===== src/rtl/irqhub_pkg.sv =====
package irqhub_pkg;

  localparam int BUS_DW = 32;
  localparam int REG_AW = 4;

  // Register word addresses
  typedef enum logic [REG_AW-1:0] {
    RS_STATUS    = 4'd0,
    RS_ENABLE    = 4'd1,
    RS_ACK       = 4'd2,
    RS_EP_STATUS = 4'd3,
    RS_EP_ENABLE = 4'd4,
    RS_EP_ACK    = 4'd5,
    RS_AGG_ACT   = 4'd6,
    RS_FORCE     = 4'd7
  } reg_sel_e;

endpackage


===== src/rtl/irqhub_sticky.sv =====
// Bank of sticky bits: a set pulse latches a bit, a clear mask drops it,
// and a set in the same cycle takes priority over the clear.
module irqhub_sticky #(
  parameter int W = 32
) (
  input  logic         clk,
  input  logic         rst_n,
  input  logic [W-1:0] set_i,
  input  logic [W-1:0] clr_i,
  output logic [W-1:0] q_o
);

  function automatic logic bit_next(input logic cur, input logic set, input logic clr);
    return set | (cur & ~clr);
  endfunction

  logic [W-1:0] q_r;

  for (genvar i = 0; i < W; i++) begin : g_bit
    always_ff @(posedge clk or negedge rst_n) begin
      if (!rst_n) q_r[i] <= 1'b0;
      else        q_r[i] <= bit_next(q_r[i], set_i[i], clr_i[i]);
    end
  end

  assign q_o = q_r;

  // a bit that saw a set pulse is high after the edge
  p_set_lands_r2: assert property (@(posedge clk) disable iff (!rst_n)
    1'b1 |=> (($past(set_i) & ~q_r) == '0));

  // a bit may only fall where a clear was requested
  p_fall_needs_clear_r3: assert property (@(posedge clk) disable iff (!rst_n)
    1'b1 |=> ((($past(q_r) & ~q_r) & ~$past(clr_i)) == '0));

endmodule


===== src/rtl/irqhub_regif.sv =====
// Register decode: holds the two enable registers, turns writes into
// one-cycle masks, and multiplexes read data.
module irqhub_regif
  import irqhub_pkg::*;
#(
  parameter int NUM_SRC = 32,
  parameter int NUM_EP  = 32
) (
  input  logic               clk,
  input  logic               rst_n,
  input  logic               bus_we,
  input  logic [REG_AW-1:0]  bus_addr,
  input  logic [BUS_DW-1:0]  bus_wdata,
  output logic [BUS_DW-1:0]  bus_rdata,
  input  logic [NUM_SRC-1:0] status_q,
  input  logic [NUM_EP-1:0]  ep_status_q,
  input  logic [NUM_EP-1:0]  agg_q,
  output logic [NUM_SRC-1:0] enable_q,
  output logic [NUM_EP-1:0]  ep_enable_q,
  output logic [NUM_SRC-1:0] ack_mask,
  output logic [NUM_EP-1:0]  ep_ack_mask,
  output logic [NUM_EP-1:0]  force_mask
);

  function automatic logic [BUS_DW-1:0] widen_src(input logic [NUM_SRC-1:0] v);
    logic [BUS_DW-1:0] r;
    r = '0;
    r[NUM_SRC-1:0] = v;
    return r;
  endfunction

  function automatic logic [BUS_DW-1:0] widen_ep(input logic [NUM_EP-1:0] v);
    logic [BUS_DW-1:0] r;
    r = '0;
    r[NUM_EP-1:0] = v;
    return r;
  endfunction

  reg_sel_e sel;
  logic     wr_enable, wr_ep_enable, wr_ack, wr_ep_ack, wr_force;

  assign sel          = reg_sel_e'(bus_addr);
  assign wr_enable    = bus_we && (sel == RS_ENABLE);
  assign wr_ep_enable = bus_we && (sel == RS_EP_ENABLE);
  assign wr_ack       = bus_we && (sel == RS_ACK);
  assign wr_ep_ack    = bus_we && (sel == RS_EP_ACK);
  assign wr_force     = bus_we && (sel == RS_FORCE);

  assign ack_mask    = wr_ack    ? bus_wdata[NUM_SRC-1:0] : '0;
  assign ep_ack_mask = wr_ep_ack ? bus_wdata[NUM_EP-1:0]  : '0;
  assign force_mask  = wr_force  ? bus_wdata[NUM_EP-1:0]  : '0;

  logic [NUM_SRC-1:0] enable_r;
  logic [NUM_EP-1:0]  ep_enable_r;

  always_ff @(posedge clk or negedge rst_n) begin
    if (!rst_n) begin
      enable_r    <= '0;
      ep_enable_r <= '0;
    end else begin
      if (wr_enable)    enable_r    <= bus_wdata[NUM_SRC-1:0];
      if (wr_ep_enable) ep_enable_r <= bus_wdata[NUM_EP-1:0];
    end
  end

  assign enable_q    = enable_r;
  assign ep_enable_q = ep_enable_r;

  always_comb begin
    bus_rdata = '0;
    case (sel)
      RS_STATUS:    bus_rdata = widen_src(status_q);
      RS_ENABLE:    bus_rdata = widen_src(enable_r);
      RS_EP_STATUS: bus_rdata = widen_ep(ep_status_q);
      RS_EP_ENABLE: bus_rdata = widen_ep(ep_enable_r);
      RS_AGG_ACT:   bus_rdata = widen_ep(agg_q);
      default:      bus_rdata = '0;
    endcase
  end

  // an enable write is reflected by the register at the next edge
  p_enable_write_r5: assert property (@(posedge clk) disable iff (!rst_n)
    wr_enable |=> (enable_r == $past(bus_wdata[NUM_SRC-1:0])));

  // writing zero to the endpoint enable turns every endpoint off
  p_ep_enable_zero_r6: assert property (@(posedge clk) disable iff (!rst_n)
    (wr_ep_enable && (bus_wdata[NUM_EP-1:0] == '0)) |=> (ep_enable_r == '0));

endmodule


===== src/rtl/irqhub_agg.sv =====
// Aggregation-active tracking and the force-close path.
module irqhub_agg #(
  parameter int NUM_EP = 32
) (
  input  logic              clk,
  input  logic              rst_n,
  input  logic [NUM_EP-1:0] agg_open,
  input  logic [NUM_EP-1:0] agg_done,
  input  logic [NUM_EP-1:0] force_mask,
  output logic [NUM_EP-1:0] agg_q,
  output logic [NUM_EP-1:0] force_hit,
  output logic [NUM_EP-1:0] force_pulse_o
);

  function automatic logic [NUM_EP-1:0] closing(input logic [NUM_EP-1:0] req,
                                                input logic [NUM_EP-1:0] act);
    return req & act;
  endfunction

  logic [NUM_EP-1:0] drop_vec;
  logic [NUM_EP-1:0] pulse_r;

  assign force_hit = closing(force_mask, agg_q);
  assign drop_vec  = agg_done | force_mask;

  irqhub_sticky #(.W(NUM_EP)) u_active (
    .clk   (clk),
    .rst_n (rst_n),
    .set_i (agg_open),
    .clr_i (drop_vec),
    .q_o   (agg_q)
  );

  always_ff @(posedge clk or negedge rst_n) begin
    if (!rst_n) pulse_r <= '0;
    else        pulse_r <= force_hit;
  end

  assign force_pulse_o = pulse_r;

  // a close pulse only goes to endpoints that were active
  p_fc_only_active_r9: assert property (@(posedge clk) disable iff (!rst_n)
    1'b1 |=> ((pulse_r & ~$past(agg_q)) == '0));

  // a closed endpoint is no longer active unless it reopened
  p_fc_closes_r9: assert property (@(posedge clk) disable iff (!rst_n)
    1'b1 |=> ((pulse_r & agg_q & ~$past(agg_open)) == '0));

endmodule


===== src/rtl/irqhub_ctrl.sv =====
// Interrupt aggregator top: top-level status, endpoint suspend status,
// aggregation tracking and the registered interrupt line.
module irqhub_ctrl
  import irqhub_pkg::*;
#(
  parameter int NUM_SRC  = 32,
  parameter int NUM_EP   = 32,
  parameter int SUSP_BIT = 14
) (
  input  logic               clk,
  input  logic               rst_n,
  input  logic               bus_we,
  input  logic [REG_AW-1:0]  bus_addr,
  input  logic [BUS_DW-1:0]  bus_wdata,
  output logic [BUS_DW-1:0]  bus_rdata,
  input  logic [NUM_SRC-1:0] src_pulse,
  input  logic [NUM_EP-1:0]  ep_suspend,
  input  logic [NUM_EP-1:0]  agg_open,
  input  logic [NUM_EP-1:0]  agg_done,
  output logic [NUM_EP-1:0]  force_close_o,
  output logic               irq_o
);

  localparam logic [NUM_SRC-1:0] SUSP_ONEHOT = NUM_SRC'(1) << SUSP_BIT;

  function automatic logic any_pending(input logic [NUM_SRC-1:0] st,
                                       input logic [NUM_SRC-1:0] en);
    return |(st & en);
  endfunction

  function automatic logic [NUM_SRC-1:0] top_sets(input logic [NUM_SRC-1:0] pulses,
                                                  input logic summary);
    return (pulses & ~SUSP_ONEHOT) | (summary ? SUSP_ONEHOT : '0);
  endfunction

  logic [NUM_SRC-1:0] status_q, enable_q, ack_mask, status_set;
  logic [NUM_EP-1:0]  ep_status_q, ep_enable_q, ep_ack_mask, ep_set;
  logic [NUM_EP-1:0]  force_mask, force_hit, agg_q;
  logic               ep_nonzero;
  logic               pend_now;
  logic               irq_r;

  irqhub_regif #(.NUM_SRC(NUM_SRC), .NUM_EP(NUM_EP)) u_regs (
    .clk         (clk),
    .rst_n       (rst_n),
    .bus_we      (bus_we),
    .bus_addr    (bus_addr),
    .bus_wdata   (bus_wdata),
    .bus_rdata   (bus_rdata),
    .status_q    (status_q),
    .ep_status_q (ep_status_q),
    .agg_q       (agg_q),
    .enable_q    (enable_q),
    .ep_enable_q (ep_enable_q),
    .ack_mask    (ack_mask),
    .ep_ack_mask (ep_ack_mask),
    .force_mask  (force_mask)
  );

  irqhub_agg #(.NUM_EP(NUM_EP)) u_agg (
    .clk           (clk),
    .rst_n         (rst_n),
    .agg_open      (agg_open),
    .agg_done      (agg_done),
    .force_mask    (force_mask),
    .agg_q         (agg_q),
    .force_hit     (force_hit),
    .force_pulse_o (force_close_o)
  );

  // Endpoint suspend level: requests and force-close wakeups, gated per endpoint
  assign ep_set     = (ep_suspend | force_hit) & ep_enable_q;
  assign ep_nonzero = |ep_status_q;

  irqhub_sticky #(.W(NUM_EP)) u_ep_status (
    .clk   (clk),
    .rst_n (rst_n),
    .set_i (ep_set),
    .clr_i (ep_ack_mask),
    .q_o   (ep_status_q)
  );

  // Top level: the suspend bit mirrors the endpoint level, not its pulse input
  assign status_set = top_sets(src_pulse, ep_nonzero);

  irqhub_sticky #(.W(NUM_SRC)) u_status (
    .clk   (clk),
    .rst_n (rst_n),
    .set_i (status_set),
    .clr_i (ack_mask),
    .q_o   (status_q)
  );

  assign pend_now = any_pending(status_q, enable_q);

  always_ff @(posedge clk or negedge rst_n) begin
    if (!rst_n) irq_r <= 1'b0;
    else        irq_r <= pend_now;
  end

  assign irq_o = irq_r;

  // the line only rises for an enabled pending source
  p_irq_needs_enable_r4: assert property (@(posedge clk) disable iff (!rst_n)
    irq_r |-> ($past(|(status_q & enable_q))));

  // a nonzero endpoint level holds the summary bit on the next edge
  p_summary_held_r7: assert property (@(posedge clk) disable iff (!rst_n)
    ep_nonzero |=> status_q[SUSP_BIT]);

  // new endpoint bits appear only where the endpoint was enabled
  p_ep_gated_r6: assert property (@(posedge clk) disable iff (!rst_n)
    1'b1 |=> ((ep_status_q & ~$past(ep_status_q) & ~$past(ep_enable_q)) == '0));

  // the summary bit never rises without endpoint status behind it
  p_summary_source_r7: assert property (@(posedge clk) disable iff (!rst_n)
    $rose(status_q[SUSP_BIT]) |-> $past(ep_nonzero));

endmodule


===== config.mk =====
export PLATFORM = sky130hd
export DESIGN_NAME = irqhub_ctrl
export DESIGN_NICKNAME = d
export VERILOG_FILES = /design/src/rtl/irqhub_pkg.sv /design/src/rtl/irqhub_sticky.sv /design/src/rtl/irqhub_regif.sv /design/src/rtl/irqhub_agg.sv /design/src/rtl/irqhub_ctrl.sv
export SDC_FILE = /design/constraint.sdc
export NUM_CORES = 1
export LEC_CHECK = 0
export BUFFER_PORTS_ARGS = -buffer_cell sky130_fd_sc_hd__buf_2
export CORE_UTILIZATION = 30
export DETAILED_ROUTE_END_ITERATION = 7
export GPL_TIMING_DRIVEN = 0
export SYNTH_ARGS = -nofsm -noshare
export SYNTH_HDL_FRONTEND = slang
export SYNTH_SLANG_ARGS = --single-unit

===== constraint.sdc =====
create_clock -name clk -period 4.38 [get_ports clk]
set_clock_uncertainty 0.15 [all_clocks]
set_input_delay 0.876 -clock clk [delete_from_list [all_inputs] [get_ports clk]]
set_output_delay 0.876 -clock clk [all_outputs]
set_load 0.01 [all_outputs]

Word-level counts from Yosys, hierarchy flattened
Cells that the tools add are included.
Storage, ports and cells
  output and inout bits: 65
  word-level logic and storage cells: 414
  bits of input ports: 167
  register bits after elaboration: 193
Operators by class
  reductions and logical operators: 8
  multiplexer cells: 5
  equality and inequality tests: 7
  bitwise gates (word level): 294
Operators with widths (count)
  $pmux W32 S5: 1
  $and A1 B1 Y1: 96
  $and A32 B32 Y32: 3
  $mux W32: 3
  $not A1 Y1: 96
  $or A1 B1 Y1: 96
  $or A32 B32 Y32: 2
  $reduce_or A32 Y1: 2
  $or A32 B15 Y32: 1
  $eq A4 B3 Y1 const B: 4
  $mux W15: 1
  $eq A4 B2 Y1 const B: 2
  $logic_and A1 B1 Y1: 5
  $eq A4 B1 Y1 const B: 1
  $logic_not A4 Y1: 1

Depth between registers and ports, before layout
  depth after elaboration: 7
  gate-level depth with buffers: 7
  gate-level depth less buffers: 3

Hierarchy
Synthesis repeated with hierarchy kept, for this count alone.
Second synthesis, totals
  cells, all modules: 895
  area, all modules: 9744.3 µm²
Modules (own cells, without submodules)
  irqhub_regif: seq. area each 1601.5 µm², area each 4528.1 µm², times used 1, cells an instance 446
  irqhub_sticky: seq. area each 800.8 µm², area each 1161.1 µm², times used 3, cells an instance 96
  irqhub_agg: seq. area each 800.8 µm², area each 1241.2 µm², times used 1, cells an instance 96
  irqhub_ctrl: seq. area each 25.0 µm², area each 491.7 µm², times used 1, cells an instance 65

Worst setup path before layout
Ideal clock, no wire load.
  path kind: input port to output port
  start: input port bus_addr[1]
  end: output port bus_rdata[10]
  buffers on the path: 2
  path slack: 1353 ps
  arrival time: 2001 ps
  required time: 3354 ps
  stages: 5
  path through: buf_2 > nor4_1 > buf_2 > a22oi_1 > nand2_1
On the way
  cells in the longest elaborated chain, start to end: 2
  elaborated cells on any way between the ends: 6
  those cells by class: 4 x eq/ne; 1 x mux; 1 x reduce/logical
RTL lines
  from (decl): RTL line irqhub_ctrl.sv:13  | input logic [REG_AW-1:0] bus_addr,
  $eq A4 B3 Y1 (tied with other cells): RTL line irqhub_regif.sv:71  | case (sel)
  $pmux W32 S5 *: RTL line irqhub_regif.sv:71
  to (decl): RTL line irqhub_ctrl.sv:15  | output logic [BUS_DW-1:0] bus_rdata,
Every way passes the cells marked *; elsewhere a longest branch is shown, timed or not.

Worst setup path in the final report
  start: input port bus_addr[1]
  end: output port bus_rdata[20]
The elaborated chain is that of the path after synthesis.

==> results.sh <==
export IMPL_status="finished, final reports clean"
export IMPL_r2r_start="u_ep_status.q_o[29]"
export IMPL_grt_max_degree=104
export IMPL_yosys_warnings=0
export IMPL_syn_area_sq_mm=0.00875
export IMPL_drv_cap=0
export IMPL_dp_hpwl_mm=23.7
export IMPL_synth_top_area_share_pct=55.2
export IMPL_dp_cells=1353
export IMPL_start_util_pct=30.5
export IMPL_critPathCaptureType="output port"
export IMPL_grt_usage_pct=22.3
export IMPL_port_buffers=227
export IMPL_r2r_cells=3
export IMPL_cts_root_buf="clkbuf_16"
export IMPL_dr_total_vias=7799
export IMPL_start_kind="input port"
export IMPL_holdCritPathClass="input port to asynchronous set/reset pin"
export IMPL_ys_seq_area_share_pct=55.2
export IMPL_drc=0
export IMPL_clk_latency_ns=0.44
export IMPL_synth_area_leader_cell="dfrtp_1"
export IMPL_antenna_found_initial=3
export IMPL_ir_drop_mv=0.262
export IMPL_synth_compound_area_share_pct=20.6
export IMPL_cts_buffers=17
export IMPL_post_cts_buffers=0
export IMPL_die_h_microns=173
export IMPL_instances_no_fill=1386
export IMPL_dieArea_sq_mm=0.0299
export IMPL_tritoncts="built"
export IMPL_grt_pass1_wl_mm=49.2
export IMPL_grt_overflow_total=0
export IMPL_path_clk_slew_ns=0.07
export IMPL_path_common_cell="buf_2"
export IMPL_ant_nets=0
export IMPL_fmax_ghz=0.267
export IMPL_path_cells="buf_2 > nor4b_2 > clkbuf_1 > a222oi_1 > nand2_1 > buf_2"
export IMPL_crit_fanout=10
export IMPL_post_cts_resized=0
export IMPL_first_global_vias=7685
export IMPL_yosys_area_share_adder_pct=0
export IMPL_postRouteWirelength_mm=33.0
export IMPL_clk_path_buf_depth=2
export IMPL_slew_violations=0
export IMPL_path_class="input port to output port"
export IMPL_placed_area_sq_mm=0.0104
export IMPL_slowest_stage="clkbuf_1"
export IMPL_switching_share_pct=28.7
export IMPL_wl_per_cell_microns=23.8
export IMPL_first_pass_iters=8
export IMPL_synthMuxAreaShare_pct=8.24
export IMPL_p_per_area_mw_per_mm2=395
export IMPL_cts_sinks=193
export IMPL_ys_ff_latch=193
export IMPL_cts_hold_buf=0
export IMPL_fin_crit_sh_pct=85.6
export IMPL_startpoint="bus_addr[1]"
export IMPL_switching_power_w=0.00125
export IMPL_finalHoldViolations=0
export IMPL_viasPerCell=5.63
export IMPL_hold_ws_ns=0.281
export IMPL_synth_xor_area_share_pct=0
export IMPL_n_fill_cell=2909
export IMPL_finalInstanceArea_sq_mm=0.0110
export IMPL_p_int_w=0.00310
export IMPL_synth_distinct_cells=27
export IMPL_rows=62
export IMPL_die_x_microns=173
export IMPL_area_growth_pct=25.6
export IMPL_required_ns=3.35
export IMPL_synthCells=741
export IMPL_rsz0062_at_grt="false"
export IMPL_finalSetupViolations=0
export IMPL_gp_congestion=0.823
export IMPL_cp_arrival_ns=2.72
export IMPL_core_area_sq_mm=0.0287
export IMPL_ios=232
export IMPL_htree_levels=4
export IMPL_power_frac_seq_pct=49.6
export IMPL_nNetsFinal=1155
export IMPL_period_minus_slack_ns=3.75
export IMPL_slowest_delay_ns=0.61
export IMPL_leakage_nw=5.21
export IMPL_p_comb_share_pct=14.0
export IMPL_synth_avg_cell_area_sq_um=11.8
export IMPL_tns_ns=0
export IMPL_synthTopCellsByArea="dfrtp_1, mux2_2, nand3_1"
export IMPL_syn_nets=908
export IMPL_drive_above_1_share_pct=38.3
export IMPL_p_clk_share_pct=36.5
export IMPL_slew_headroom_pct=40.9
export IMPL_tightest_slew_ns=0.887
export IMPL_synth_simple_area_share_pct=11.9
export IMPL_first_iter_violations=962
export IMPL_synth_top_family_by_area="compound AO/OA/AOI/OAI gates"
==> logic make-up after synthesis <==
| kind of cell | after synthesis |
|---|---|
| compound gates | 208 |
| buf+inv | 88 |
| flops | 193 |
| mux | 64 |
| simple gates | 188 |
==> cell type report <==
class / count / area, sq um / area share [%]
multi-input combinational: 460 / 3560 / 32.4
antenna: 1 / 2.50 / 0.0228
sequential: 193 / 4830 / 44.0
tap: 384 / 480 / 4.37
timing repair buffer: 228 / 1170 / 10.7
inverter: 32 / 120 / 1.09
clock buffer: 20 / 457 / 4.16
buffer: 56 / 239 / 2.18
clock inverter: 12 / 124 / 1.13
==> cells in the final DEF (no fill, tap or decap), drive strengths merged, types with 7 or more instances in the layout <==
cell / instances
buf: 259
dfrtp: 193
nand3: 96
mux2: 64
a22oi: 48
clkbuf: 45
inv: 38
nand2: 34
a222oi: 32
a31o: 32
a41o: 32
a22o: 32
a21o: 31
and3: 25
nor4: 9
and4: 7
==> power by group through the flow <==
stage | logic [W] | clock network (W) | registers, W
2_1_floorplan | 0.000328 | 0 | 0.00212
3_3_place_gp | 0.000593 | 0 | 0.00217
3_5_place_dp | 0.000607 | 0 | 0.00218
4_1_cts | 0.000610 | 0.00160 | 0.00214
5_1_grt | 0.000658 | 0.00168 | 0.00218
6_report | 0.000606 | 0.00158 | 0.00215
==> through the flow <==
stage	utilization, %	worst slack [ns]	power [W]
floorplan	-	1.35	0.00244
global placement	36.1	-1.15	0.00276
detailed placement	36.2	0.686	0.00279
CTS	38.3	0.688	0.00436
global route	38.3	0.522	0.00451
finish	38.3	0.632	0.00434
==> layer usage <==
metal / GRT usage, % / routed length, microns
met1: 29.9 / 14000
met2: 34.9 / 15300
met3: 5.32 / 2710
met4: 8.48 / 1040
met5: 0 / 22
==> critical path: cells and delay by family <==
family / cells / cell delay [ns]
AOI/OAI and AO/OA: 1 / 0.26
buffers and inverters: 3 / 0.91
and+or+nand+nor: 2 / 0.67
==> path summary, 6_finish.rpt <==
check,end,slack (ns)
worst max-delay path,bus_rdata[20],0.63
worst min-delay path,u_agg.force_pulse_o[26],0.28
worst max register to register,u_status.q_o[14],2.60
worst min register to register,u_status.q_o[6],0.36
max in group asynchronous,u_regs.ep_enable_q[16],2.74
min in group clk,u_status.q_o[6],0.36
==> Yosys cell counts <==
cell type / number
nand3_1: 96
buf_2: 23
and4bb_2: 2
a211o_1: 1
and3b_1: 1
a22oi_1: 48
a222oi_1: 32
nand4_1: 6
mux2_2: 64
a41o_1: 32
inv_1: 32
nand2_1: 34
nor4b_2: 2
and4_1: 7
nor2_1: 1
dfrtp_1: 193
buf_1: 8
a22o_1: 32
nor4b_4: 1
and2_1: 2
a21o_1: 31
nor4_1: 9
and3_1: 25
or4_1: 1
nor2b_1: 1
clkbuf_1: 25
a31o_2: 32
==> state kept, by name, indices dropped and copies added, names as in the netlist <==
signal and count:
u_agg.u_active.q_o 32, u_ep_status.q_o 32, u_regs.enable_q 32, u_regs.ep_enable_q 32
irq_o 1, u_agg.force_pulse_o 32, u_status.q_o 32
No activity file was read; power rests on OpenSTA's default activity.
